**config.mk**
```make
export PLATFORM = sky130hd
export DESIGN_NAME = smrd_top
export DESIGN_NICKNAME = d
export VERILOG_FILES = /design/src/rtl/smrd_pkg.sv /design/src/rtl/smrd_ctrl_regs.sv /design/src/rtl/smrd_win_match.sv /design/src/rtl/smrd_tseg_match.sv /design/src/rtl/smrd_route_sel.sv /design/src/rtl/smrd_top.sv
export SDC_FILE = /design/constraint.sdc
export NUM_CORES = 1
export LEC_CHECK = 0
export BUFFER_PORTS_ARGS = -buffer_cell sky130_fd_sc_hd__buf_2
export CORE_MARGIN = 3
export CORE_UTILIZATION = 37
export CTS_CLUSTER_DIAMETER = 80
export DETAILED_ROUTE_END_ITERATION = 12
export HOLD_SLACK_MARGIN = 0.15
export PLACE_DENSITY = 0.82
export SLEW_MARGIN = 30
export SYNTH_ARGS = -nofsm -noshare
export SYNTH_HDL_FRONTEND = slang
export SYNTH_SLANG_ARGS = --single-unit
```
**constraint.sdc**
```tcl
create_clock -name clk -period 5.48 [get_ports clk]
set_clock_uncertainty 0.05 [all_clocks]
set_input_delay 0.548 -clock clk [delete_from_list [all_inputs] [get_ports clk]]
set_output_delay 0.548 -clock clk [all_outputs]
set_load 0.01 [all_outputs]
```
**src/rtl/smrd_pkg.sv**
```systemverilog
package smrd_pkg;
  typedef enum logic [1:0] {
    RT_PASS   = 2'd0,
    RT_DRAM   = 2'd1,
    RT_LEGACY = 2'd2,
    RT_HOLE   = 2'd3
  } route_e;

  localparam int MODE_OPEN = 0;
  localparam int MODE_LOCK = 1;
  localparam int MODE_GEN  = 2;
  localparam int EXT_HIGH  = 0;
  localparam int EXT_TEN   = 1;
  localparam int EXT_SZ_LO = 2;

  typedef struct packed {
    logic       open;
    logic       lock;
    logic       gen;
    logic       high;
    logic       tseg_en;
    logic [1:0] sz;
  } ctrl_t;
endpackage

```
**src/rtl/smrd_ctrl_regs.sv**
```systemverilog
module smrd_ctrl_regs
  import smrd_pkg::*;
#(
  parameter int         RW          = 8,
  parameter logic [7:0] MODE_RST    = 8'h00,
  parameter logic [7:0] EXT_RST     = 8'h00,
  parameter logic [7:0] MODE_MASK   = 8'h07,
  parameter logic [7:0] MODE_MASK_L = 8'h00,
  parameter logic [7:0] EXT_MASK    = 8'h0F,
  parameter logic [7:0] EXT_MASK_L  = 8'h00
) (
  input  logic          clk,
  input  logic          rst_n,
  input  logic          cfg_we,
  input  logic          cfg_sel,
  input  logic [RW-1:0] cfg_wdata,
  output logic [RW-1:0] mode_q,
  output logic [RW-1:0] ext_q,
  output ctrl_t         ctrl
);
  logic [RW-1:0] mode_mask, ext_mask, mode_nx, ext_nx;

  always_comb begin
    mode_mask = mode_q[MODE_LOCK] ? MODE_MASK_L : MODE_MASK;
    ext_mask  = mode_q[MODE_LOCK] ? EXT_MASK_L  : EXT_MASK;
    mode_nx   = mode_q;
    ext_nx    = ext_q;
    if (cfg_we) begin
      if (!cfg_sel) mode_nx = (mode_q & ~mode_mask) | (cfg_wdata & mode_mask);
      else          ext_nx  = (ext_q  & ~ext_mask)  | (cfg_wdata & ext_mask);
    end
    if (mode_nx[MODE_LOCK]) mode_nx[MODE_OPEN] = 1'b0;
  end

  always_ff @(posedge clk or negedge rst_n) begin
    if (!rst_n) begin
      mode_q <= MODE_RST;
      ext_q  <= EXT_RST;
    end else begin
      mode_q <= mode_nx;
      ext_q  <= ext_nx;
    end
  end

  always_comb begin
    ctrl.open    = mode_q[MODE_OPEN];
    ctrl.lock    = mode_q[MODE_LOCK];
    ctrl.gen     = mode_q[MODE_GEN];
    ctrl.high    = ext_q[EXT_HIGH];
    ctrl.tseg_en = ext_q[EXT_TEN];
    ctrl.sz      = ext_q[EXT_SZ_LO +: 2];
  end
endmodule

```
**src/rtl/smrd_win_match.sv**
```systemverilog
module smrd_win_match #(
  parameter int              AW   = 32,
  parameter logic [AW-1:0]   BASE = '0,
  parameter logic [AW-1:0]   SIZE = 'h20000
) (
  input  logic [AW-1:0] addr,
  output logic          hit
);
  localparam logic [AW-1:0] LAST = BASE + SIZE - 1'b1;
  assign hit = (addr >= BASE) && (addr <= LAST);
endmodule

```
**src/rtl/smrd_tseg_match.sv**
```systemverilog
module smrd_tseg_match #(
  parameter int            AW   = 32,
  parameter logic [AW-1:0] TOLM = 32'h8000_0000
) (
  input  logic          en,
  input  logic [1:0]    sz,
  input  logic [AW-1:0] addr,
  output logic          hit
);
  localparam logic [AW-1:0] MIB = AW'(1) << 20;
  logic [AW-1:0] size, lo;

  always_comb begin
    unique case (sz)
      2'd0:    size = MIB;
      2'd1:    size = MIB << 1;
      2'd2:    size = MIB << 3;
      default: size = '0;
    endcase
    if (!en) size = '0;
    lo  = TOLM - size;
    hit = (size != '0) && (addr >= lo) && (addr < TOLM);
  end
endmodule

```
**src/rtl/smrd_route_sel.sv**
```systemverilog
module smrd_route_sel
  import smrd_pkg::*;
#(
  parameter int DW = 32
) (
  input  ctrl_t         ctrl,
  input  logic          in_low,
  input  logic          in_high,
  input  logic          in_tseg,
  input  logic          smm,
  input  logic          wr,
  output route_e        route,
  output logic [DW-1:0] rdata,
  output logic          wr_drop
);
  route_e base_rt;

  always_comb begin
    if (in_low)       base_rt = (ctrl.open && !ctrl.high) ? RT_DRAM : RT_LEGACY;
    else if (in_high) base_rt = (ctrl.open && ctrl.high) ? RT_DRAM : RT_PASS;
    else              base_rt = RT_PASS;

    if (in_tseg)                                    route = smm ? RT_DRAM : RT_HOLE;
    else if (smm && ctrl.gen && in_low && !ctrl.high) route = RT_DRAM;
    else if (smm && ctrl.gen && in_high && ctrl.high) route = RT_DRAM;
    else                                            route = base_rt;

    rdata   = (route == RT_HOLE && !wr) ? '1 : '0;
    wr_drop = (route == RT_HOLE) && wr;
  end
endmodule

```
**src/rtl/smrd_top.sv**
```systemverilog
module smrd_top
  import smrd_pkg::*;
#(
  parameter int            AW        = 32,
  parameter int            DW        = 32,
  parameter int            RW        = 8,
  parameter logic [AW-1:0] TOLM      = 32'h8000_0000,
  parameter logic [AW-1:0] LOW_BASE  = 32'h000A_0000,
  parameter logic [AW-1:0] HIGH_BASE = 32'hFEDA_0000,
  parameter logic [AW-1:0] WIN_SIZE  = 32'h0002_0000
) (
  input  logic            clk,
  input  logic            rst_n,
  input  logic            cfg_we,
  input  logic            cfg_sel,
  input  logic [RW-1:0]   cfg_wdata,
  output logic [RW-1:0]   mode_q,
  output logic [RW-1:0]   ext_q,
  input  logic            req_valid,
  output logic            req_ready,
  input  logic [AW-1:0]   req_addr,
  input  logic [DW/8-1:0] req_be,
  input  logic            req_wr,
  input  logic            req_smm,
  output logic            rt_valid,
  input  logic            rt_ready,
  output logic [1:0]      rt_route,
  output logic [DW/8-1:0] rt_be,
  output logic [DW-1:0]   rt_rdata,
  output logic            rt_wr_drop
);
  localparam int NWIN = 2;
  localparam logic [NWIN-1:0][AW-1:0] WBASE = {HIGH_BASE, LOW_BASE};

  ctrl_t          ctrl;
  logic [NWIN-1:0] win_hit;
  logic           tseg_hit;
  route_e         route;

  smrd_ctrl_regs #(.RW(RW)) u_regs (
    .clk(clk), .rst_n(rst_n), .cfg_we(cfg_we), .cfg_sel(cfg_sel),
    .cfg_wdata(cfg_wdata), .mode_q(mode_q), .ext_q(ext_q), .ctrl(ctrl)
  );

  for (genvar w = 0; w < NWIN; w++) begin : g_win
    smrd_win_match #(.AW(AW), .BASE(WBASE[w]), .SIZE(WIN_SIZE)) u_win (
      .addr(req_addr), .hit(win_hit[w])
    );
  end

  smrd_tseg_match #(.AW(AW), .TOLM(TOLM)) u_tseg (
    .en(ctrl.tseg_en), .sz(ctrl.sz), .addr(req_addr), .hit(tseg_hit)
  );

  smrd_route_sel #(.DW(DW)) u_sel (
    .ctrl(ctrl), .in_low(win_hit[0]), .in_high(win_hit[1]), .in_tseg(tseg_hit),
    .smm(req_smm), .wr(req_wr), .route(route), .rdata(rt_rdata),
    .wr_drop(rt_wr_drop)
  );

  assign rt_route  = route;
  assign rt_valid  = req_valid;
  assign req_ready = rt_ready;
  assign rt_be     = req_be;
endmodule

```
==> flow_metrics.tcl, run 1 <==
set metrics [dict create \
    cts_tree "built" \
    post_dp_cell_area_sq_um 1277 \
    internal_power_uw 175.8 \
    die_h_um 61.35 \
    dr.pass1.iters 6 \
    syn-mean-instance-area_sq_um 7.983 \
    start_util_pct 40.07 \
    gr-total-overflow 0 \
    timing.fmax_ghz 0.2591 \
    seq_power_share_pct 26.7 \
    vias 1044 \
    fin_crit_sh_pct 70.42 \
    place_congestion 0.7792 \
    hpwl_um 2262 \
    crit_family "simple AND/OR/NAND/NOR gates" \
    syn2layout_area_growth_pct 15.89 \
    yosysWarnings 0 \
    hold_viol_final 0 \
    worstRegToRegCells 2 \
    cts_setup_buffers 0 \
    irDropWorstVdd_mv 0.1983 \
    postSynthCellCount 142 \
    final-max-slew-violation-count 0 \
    switchingPower_uw 125.9 \
    cts_made_buffers 3 \
    grt_pass1_vias 838 \
    required_ns 4.88 \
    routed-wl-met3_um 214 \
    worst-path-buf-inv 4 \
    met1Wirelength_um 1012 \
    drt_iter0_markers 38 \
    ys.flop_type "dfrtp_1" \
    cp_slowest_stage_delay_ns 0.43 \
    rsz0062_at_grt "no" \
    critPathMaxFanout 32 \
    nets 254 \
    cts_sinks 7 \
    dieArea_sq_um 3764 \
    min_path_cells 1 \
    design_area_sq_um 1314 \
    critical_path_depth 15 \
    post_drt_wl_per_cell_um 11.35 \
    async_flop_share_pct 100.0 \
    setup_tns_ns 0 \
    hold_ws_ns 0.4352 \
    drc_errors 0 \
    status "completed" \
    yosysSeqAreaShare_pct 15.45 \
    htree_levels 1 \
    synth_edf_count 0 \
    period_needed_ns 3.859 \
    synth_area_sq_um 1134 \
    grt_antenna_before_repair 0 \
    ys_seq_elements 7 \
    io_buffers 83 \
    cts-root-buf "clkbuf_4" \
    max_cap_violations 0 \
    grt_util_all_layers_pct 12.80 \
    die_w_um 61.35 \
    hp-class "register to register" \
    path_cells "nand2b_1 > nor2_1 > inv_1 > ha_1 > ha_1 > inv_1 > ha_1 > nor4b_1 > nand4_1 > nor3_1 > a211oi_1 > o21a_2 > nor3_2 > buf_4 > buf_2" \
    vias_per_cell 4.682 \
    arrival_ns 3.26 \
    p_clk_share_pct 15.3 \
    clockBufferDepth 2 \
    endpoint_kind "output port" \
    setup.worst_path.class "register to output port" \
    io_pins 109 \
    drt_wl_total_um 2530 \
    antenna_cells 0 \
    pwr-share-comb_pct 58.0 \
    grt_max_degree 33 \
    clock_latency_ns 0.25 \
    detail-route-antenna-nets 0 \
    cp-start-kind "register" \
    cp_slowest_cell "dfrtp_1" \
    met2_length_um 1267 \
    coreArea_sq_um 2829 \
    crit_top_cell "ha_1" \
    leakage_nw 0.7536 \
    drive_gt1_share_pct 52.08 \
    switching_share_pct 41.73 \
    grt_pass1_wl_um 3608 \
    setup_viol 0 \
    post_synth_num_cell_types 35 \
    topRoutingLayerUsed "met4" \
    clk_pin_slew_ns 0.05 \
    std_cell_rows 19 \
    p_per_area_nw_per_um2 229.7 \
]
Yosys cell counts (all sizes together), types with 3 or more instances:
| library cell | count | share of area [%] |
|---|---|---|
| nand3 | 5 | 2.2 |
| nand4 | 3 | 1.7 |
| ha | 9 | 9.9 |
| buf | 47 | 31 |
| o21ai | 3 | 1.3 |
| inv | 8 | 2.6 |
| nor2 | 8 | 2.6 |
| a21oi | 3 | 1.3 |
| nand3b | 4 | 2.6 |
| nand2 | 8 | 2.6 |
| mux2 | 4 | 4.0 |
| dfrtp | 7 | 15 |
| nor4 | 5 | 2.8 |
layout by cell type, fill, tap and decap left out, types with 2 or more instances in the layout:
| cell type | count |
|---|---|
| a21bo_2 | 2 |
| a21oi_1 | 3 |
| a31oi_1 | 2 |
| buf_2 | 83 |
| clkbuf_4 | 3 |
| conb_1 | 9 |
| dfrtp_1 | 7 |
| ha_1 | 9 |
| inv_1 | 8 |
| mux2_2 | 4 |
| nand2_1 | 8 |
| nand2b_1 | 2 |
| nand3_1 | 5 |
| nand3b_1 | 4 |
| nand4_1 | 3 |
| nor2_1 | 8 |
| nor4_1 | 5 |
| nor4b_1 | 2 |
| o211ai_1 | 2 |
| o21ai_0 | 3 |
timing repair:
item | 4_1_cts | 5_1_grt
hold endpoints to repair | 7 | 0
resized for setup | 0 | 0
hold buffers | 1 | 0
cells by family (layout without fill, tap and decap cells):
logic type | Yosys count | count (layout) | synth area share (%)
AO/OA/AOI/OAI | 20 | 20 | 12.91
XOR/XNOR | 2 | 2 | 1.546
adder cells (fa/ha/maj) | 9 | 9 | 9.934
buffers and inverters | 55 | 97 | 33.78
flip-flops | 7 | 7 | 15.45
multiplexers | 4 | 4 | 3.973
other | 1 | 9 | 0.3308
AND/OR/NAND/NOR | 44 | 44 | 22.08
worst paths after layout:
| check | start | endpoint | slack (ns) |
|---|---|---|---|
| hold reg to reg | u_regs.mode_q[1] | u_regs.mode_q[0] | 0.44 |
| setup / recovery | register | rt_rdata[7] | 1.62 |
| min in group asynchronous | rst_n | u_regs.mode_q[1] | 0.60 |
| setup reg to reg | u_regs.mode_q[1] | register | 4.31 |
| hold / removal | u_regs.mode_q[1] | u_regs.mode_q[0] | 0.44 |
| max in group asynchronous | rst_n | asynchronous set/reset pin | 4.63 |
metal layers:
layer / vias to the layer above / GRT usage (%)
li1: 543 / -
met1: 450 / 15.46
met2: 45 / 21.60
met3: 6 / 3.145
met4: 0 / 5.455
met5: - / 0
area by class of cell:
class                           count  area (sq um)
Inverter                            8         30.03
Multi-Input combinational cell     88         610.6
Sequential cell                     7         175.2
Clock buffer                        4         26.28
Timing Repair Buffer               85         432.9
Tap cell                           31         38.79
Fill cell                         281          1515
power by group through the flow:
stage,Sequential (mW),Combinational (mW),Clock [mW]
after floorplan,0.0818,0.131,0
after global placement,0.0809,0.171,0
after detailed placement,0.0817,0.175,0
after CTS,0.0807,0.176,0.0486
after global routing,0.0854,0.197,0.0517
final,0.0805,0.175,0.0461
stage by stage:
step	setup WS (ns)	instances	power, mW	util (%)
after global routing	1.313	223	0.3345	46.44
after detailed placement	1.857	218	0.2568	45.16
final	1.621	223	0.3017	46.44
after CTS	1.578	223	0.3056	46.44
after floorplan	0.4040	150	0.2132	-
after global placement	1.892	218	0.2515	45.16
No activity file was read; power rests on OpenSTA's default activity.
==> run 2: changes to the inputs <==
Settings changed: ABC_AREA set to 1, CORE_UTILIZATION 37 to 41.
Clock period 5.48 ns to 3.6 ns, I/O delays scaled along.
==> flow_metrics.tcl, run 2 <==
set metrics [dict create \
    nets 365 \
    cts_sinks 7 \
    worst_slack_ns 0.2964 \
    hold_ws_ns 0.2610 \
    antenna_cells 0 \
    fin_crit_sh_pct 91.77 \
    max_cap_violations 0 \
    required_ns 3.19 \
    grt_util_all_layers_pct 14.75 \
    post_drt_wl_per_cell_um 9.602 \
    timing.fmax_ghz 0.3027 \
    vias 1539 \
    gr-total-overflow 0 \
    yosysSeqAreaShare_pct 12.10 \
    async_flop_share_pct 100.0 \
    ys.flop_type "dfrtp_1" \
    synth-xor-area-share_pct 0 \
    die_w_um 65.42 \
    clockBufferDepth 2 \
    place_congestion 0.8973 \
    synth_top_area_cell "buf_4" \
    drive_gt1_share_pct 32.01 \
    syn-mean-instance-area_sq_um 5.722 \
    p_per_area_nw_per_um2 135.7 \
    synth_compound_area_share_pct 5.186 \
    yosysWarnings 0 \
    drt_wl_total_um 3332 \
    hpwl_um 3008 \
    io_buffers 83 \
    htree_levels 1 \
    post_synth_num_cell_types 18 \
    status "completed" \
    grt_pass1_wl_um 5181 \
    synth_area_sq_um 1448 \
    detail-route-antenna-nets 0 \
    drc_errors 0 \
    period_needed_ns 3.304 \
    cp-start-kind "register" \
    setup_viol 0 \
    grt_use_met2_pct 26.04 \
    dp_slack_ns 0.5327 \
    synth_top_family_by_area "simple AND/OR/NAND/NOR gates" \
    std_cell_rows 20 \
    cts-root-buf "clkbuf_4" \
    coreArea_sq_um 3203 \
    syn2layout_area_growth_pct 13.83 \
    final_common_cell "buf_2" \
    ys_seq_elements 7 \
    cts_setup_buffers 0 \
    clk_pin_slew_ns 0.05 \
    endpoint_kind "output port" \
    cts_made_buffers 3 \
    met1_usage_pct 18.23 \
    postSynthCellCount 253 \
    dieArea_sq_um 4280 \
    start_util_pct 45.20 \
    grt_pass1_vias 1279 \
    yosysMostFrequentCell "nand2_1" \
    synth_fa_ha_area_share_pct 7.779 \
    grt_antenna_before_repair 0 \
    setup_tns_ns 0 \
    die_h_um 65.42 \
    clock_latency_ns 0.25 \
    io_pins 109 \
    synth.top_cells.by_count "nand2_1, buf_4, inv_1" \
    grt_max_degree 33 \
    yosysTopAreaCellShare_pct 24.37 \
    cts_tree "built" \
    leakage_nw 1.078 \
    synth_area_leaders "buf_4, nand2_1, dfrtp_1" \
    final-max-slew-violation-count 0 \
    hold_viol_final 0 \
    drt_iter0_markers 39 \
    grt.met3_usage_pct 3.077 \
    critPathMaxFanout 32 \
    arrival_ns 2.89 \
    dr.pass1.iters 4 \
    synthMuxAreaShare_pct 0 \
    setup.worst_path.class "register to output port" \
    final_cell_mix "buf_2, nand2_1, inv_1, nor2_1, nand3_1" \
    hp-class "primary input to register" \
    yosys.area_share.simple_pct 39.67 \
    rsz0062_at_grt "no" \
    irDropWorstVdd_mv 0.1278 \
    rrSetupSlack_ns 2.52 \
    vias_per_cell 4.435 \
    synth_edf_count 0 \
    busiest_layer "met2" \
]
run 2: changes by cell type after synthesis, sizes merged, moves of 3 or more:
cell and change:
nand2 +56, nor2 +34, inv +33, nand3 +14
nor4 -5, o21ai +5, mux2 -4, nand4 +3
run 2: per-stage QoR:
step	utilization, %	std cells	power, mW	instance area, sq um
floorplan	-	261	0.1313	1480
global placement	50.12	342	0.1514	1605
detailed placement	50.12	342	0.1537	1605
CTS	51.25	347	0.2273	1642
global route	51.45	347	0.2460	1648
finish	51.45	347	0.2236	1648
run 2: metal layers:
layer | part of all wire [%] | wire length, um | vias to the layer above
met5 | 0 | 0 | -
met1 | 41 | 1373 | 642
met4 | 0 | 0 | 0
met3 | 12 | 396 | 0
li1 | - | - | 823
met2 | 47 | 1562 | 74
run 2: logic make-up (layout without fill, tap and decap cells):
logic type,after synthesis,in the layout
AND/OR/NAND/NOR,134,134
buffers and inverters,88,130
AO/OA/AOI/OAI,14,14
adder cells (fa/ha/maj),9,9
flip-flops,7,7
other,1,9
run 2: what timing repair did:
action                                  CTS  global route
endpoints found under the setup margin    0            32
resized for setup                         0             2
hold buffers                              1             0
endpoints found under the hold margin     7             0
run 2: path summary, 6_finish.rpt:
| kind | start | end | cells past startpoint |
|---|---|---|---|
| min in group asynchronous | rst_n | u_regs.mode_q[1] | 2 |
| max in group asynchronous | rst_n | asynchronous set/reset pin | 2 |
| setup reg to reg | u_regs.mode_q[1] | register | 4 |
| hold / removal | cfg_wdata[1] | u_regs.mode_q[0] | 2 |
| setup / recovery | register | rt_rdata[2] | 16 |
| hold reg to reg | u_regs.mode_q[1] | u_regs.mode_q[1] | 2 |
run 2: final cells by class:
class | count | area (sq um)
Clock buffer | 4 | 26.28
Timing Repair Buffer | 85 | 436.7
Sequential cell | 7 | 175.2
Inverter | 41 | 153.9
Multi-Input combinational cell | 166 | 800.8
Tap cell | 44 | 55.05
Fill cell | 364 | 1555
run 2: worst max-delay path, stage by stage, from the launching register on:
cell and delay (ns):
dfrtp_1 0.40, inv_1 0.15, nand3_1 0.13, ha_1 0.24, ha_2 0.32, inv_1 0.04
ha_1 0.29, nand2_1 0.06, nor2_1 0.12, nand2_1 0.07, nor2_1 0.09, nand3_1 0.10
nand3_2 0.11, nand3_2 0.09, nor2_2 0.11, buf_6 0.18, buf_2 0.16
run 2: report_power, final:
part	leakage [nW]	internal [mW]	switching, mW
logic	0.976	0.0318	0.0425
clock network	0.0150	0.0423	0.0283
registers	0.0874	0.0788	0
total	1.08	0.153	0.0707
==> run 3: changes to the inputs <==
Settings changed: CORE_UTILIZATION 41 to 40, SYNTH_HIERARCHICAL set to 1.
==> flow_metrics.tcl, run 3 <==
set metrics [dict create \
    post_drt_wl_per_cell_um 8.885 \
    holdCritStartpoint "cfg_wdata[3]" \
    ys_seq_elements 7 \
    path_cells "inv_1 > nand3_1 > ha_1 > nand2_2 > inv_1 > ha_1 > a31o_2 > inv_1 > nand2_1 > nand2_1 > nand2_1 > nor2_1 > nor2_1 > nand2_1 > nor2_2 > buf_4 > buf_2" \
    design_area_sq_um 1423 \
    seq_power_share_pct 37.9 \
    cts-root-buf "clkbuf_4" \
    rrSetupSlack_ns 2.60 \
    required_ns 3.19 \
    htree_levels 1 \
    final_cell_mix "buf_2, nand2_1, inv_1, nor2_1, ha_1" \
    fin_crit_sh_pct 89.78 \
    leakage_nw 0.9229 \
    place_congestion 0.8332 \
    post_cts_resized 0 \
    grt_max_degree 33 \
    grt_pass1_wl_um 4340 \
    pwr-share-comb_pct 28.1 \
    drc_errors 0 \
    status "completed" \
    cp-start-kind "register" \
    p_per_area_nw_per_um2 146.1 \
    clock_latency_ns 0.25 \
    switchingPower_uw 61.84 \
    final-max-slew-violation-count 0 \
    yosysSeqAreaShare_pct 12.89 \
    max_cap_violations 0 \
    die_h_um 64.29 \
    io_pins 109 \
    yosysWarnings 6 \
    hold_viol_final 0 \
    detail-route-antenna-nets 0 \
    synth_area_sq_um 1359 \
    postSynthCellCount 217 \
    hpwl_um 2253 \
    dr.pass1.iters 4 \
    antenna_cells 0 \
    yosysMostFrequentCell "buf_4" \
    cp_slowest_cell "dfrtp_1" \
    post_synth_num_cell_types 22 \
    cts_setup_buffers 0 \
    grt_util_all_layers_pct 12.48 \
    clockBufferDepth 2 \
    switching_share_pct 29.75 \
    synth.top_cells.by_count "buf_4, nand2_1, inv_1" \
    hp-class "primary input to register" \
    drive_gt1_share_pct 35.66 \
    drt_wl_total_um 2559 \
    start_util_pct 43.10 \
    timing.fmax_ghz 0.3094 \
    vias_per_cell 4.101 \
    syn-mean-instance-area_sq_um 6.262 \
    io_buffers 66 \
    drt_iter0_markers 30 \
    ys.flop_type "dfrtp_1" \
    nets 307 \
    total_power_uw 207.9 \
    arrival_ns 2.82 \
    p_clk_share_pct 34.0 \
    gr-total-overflow 0 \
    rsz0062_at_grt "no" \
    period_needed_ns 3.232 \
    cp_slowest_stage_delay_ns 0.42 \
    grt_antenna_before_repair 0 \
    endpoint_kind "output port" \
    crit_top_cell "nand2_1" \
    r2r_start "u_regs/mode_q[1]" \
    clk_pin_slew_ns 0.05 \
    worstRegToRegCells 4 \
    irDropWorstVdd_mv 0.1880 \
    setup_viol 0 \
    cts_tree "built" \
    internal_power_uw 146.0 \
    synth_top_area_cell "buf_4" \
    vias 1181 \
    grt_pass1_vias 1073 \
    cts_made_buffers 3 \
    post_dp_cell_area_sq_um 1386 \
    final_common_cell "buf_2" \
    synth_area_leaders "buf_4, nand2_1, dfrtp_1" \
    async_flop_share_pct 100.0 \
    cts_sinks 7 \
    std_cell_rows 20 \
    setup_tns_ns 0 \
    min_path_cells 3 \
    setup.worst_path.class "register to output port" \
    yosysTopAreaCellShare_pct 29.28 \
    die_w_um 64.29 \
    synth_edf_count 0 \
    syn2layout_area_growth_pct 4.696 \
    critPathMaxFanout 32 \
    coreArea_sq_um 3153 \
    dieArea_sq_um 4133 \
]
## run 3: cells by family (layout without fill, tap and decap cells)
logic type	after synthesis	in the layout	share of synthesized area [%]
AOI/OAI and AO/OA	15	15	7.274
adders and majority gates	10	10	9.208
buffers and inverters	95	114	40.88
DFF	7	7	12.89
other	1	9	0.2760
and+or+nand+nor	89	89	29.47
## run 3: layer usage
| metal | track usage [%] | vias to the layer above | wire (um) |
|---|---|---|---|
| met5 | 0 | - | 0 |
| met3 | 0.5272 | 4 | 175 |
| met2 | 23.20 | 43 | 1255 |
| met1 | 14.92 | 484 | 1088 |
| li1 | - | 650 | - |
| met4 | 4.749 | 0 | 39 |
## run 3: layout make-up
class / count / area [sq um]
well taps: 44 / 55.05
repair buffers: 68 / 347.8
fillers: 355 / 1730
multi-input cells: 123 / 660.6
clock buffers: 4 / 26.28
flip-flops and latches: 7 / 175.2
inverters: 42 / 157.7
## run 3: repair_timing
item / 4_1_cts / 5_1_grt
endpoints found under the hold margin: 7 / 0
hold buffers: 1 / 0
endpoints found under the setup margin: 0 / 0
## run 3: how the worst max path moves through the flow
stage	startpoint	slack (ns)	cells after the start	end
after floorplan	register	0.35	16	rt_rdata[10]
after detailed placement	register	0.61	17	rt_rdata[13]
after global routing	register	0.005	17	rt_rdata[26]
after CTS	register	0.32	17	rt_rdata[13]
final	register	0.37	17	rt_rdata[18]
after global placement	register	0.65	17	rt_rdata[17]
## run 3: power by group through the flow
stage | clock, mW | sequential [mW] | combinational (mW)
2_1_floorplan | 0 | 0.0801 | 0.0468
3_3_place_gp | 0 | 0.0801 | 0.0560
3_5_place_dp | 0 | 0.0801 | 0.0575
4_1_cts | 0.0740 | 0.0788 | 0.0586
5_1_grt | 0.0780 | 0.0787 | 0.0686
6_report | 0.0707 | 0.0788 | 0.0584
## run 3: stage by stage
stage	utilization [%]	hold slack [ns]	cells	setup WS, ns
2_1_floorplan	-	0.01441	225	0.3470
3_3_place_gp	43.97	0.1506	283	0.6514
6_report	45.12	0.2963	288	0.3678
3_5_place_dp	43.97	0.1493	283	0.6092
4_1_cts	45.12	0.2880	288	0.3232
5_1_grt	45.12	0.3078	288	0.005379
## run 3: critical path: cells and delay by family (launching register included)
family,cells,cell delay [ns]
flops,1,0.42
fa+ha+maj,2,0.61
buf+inv,5,0.66
simple gates,9,0.73
compound gates,1,0.15
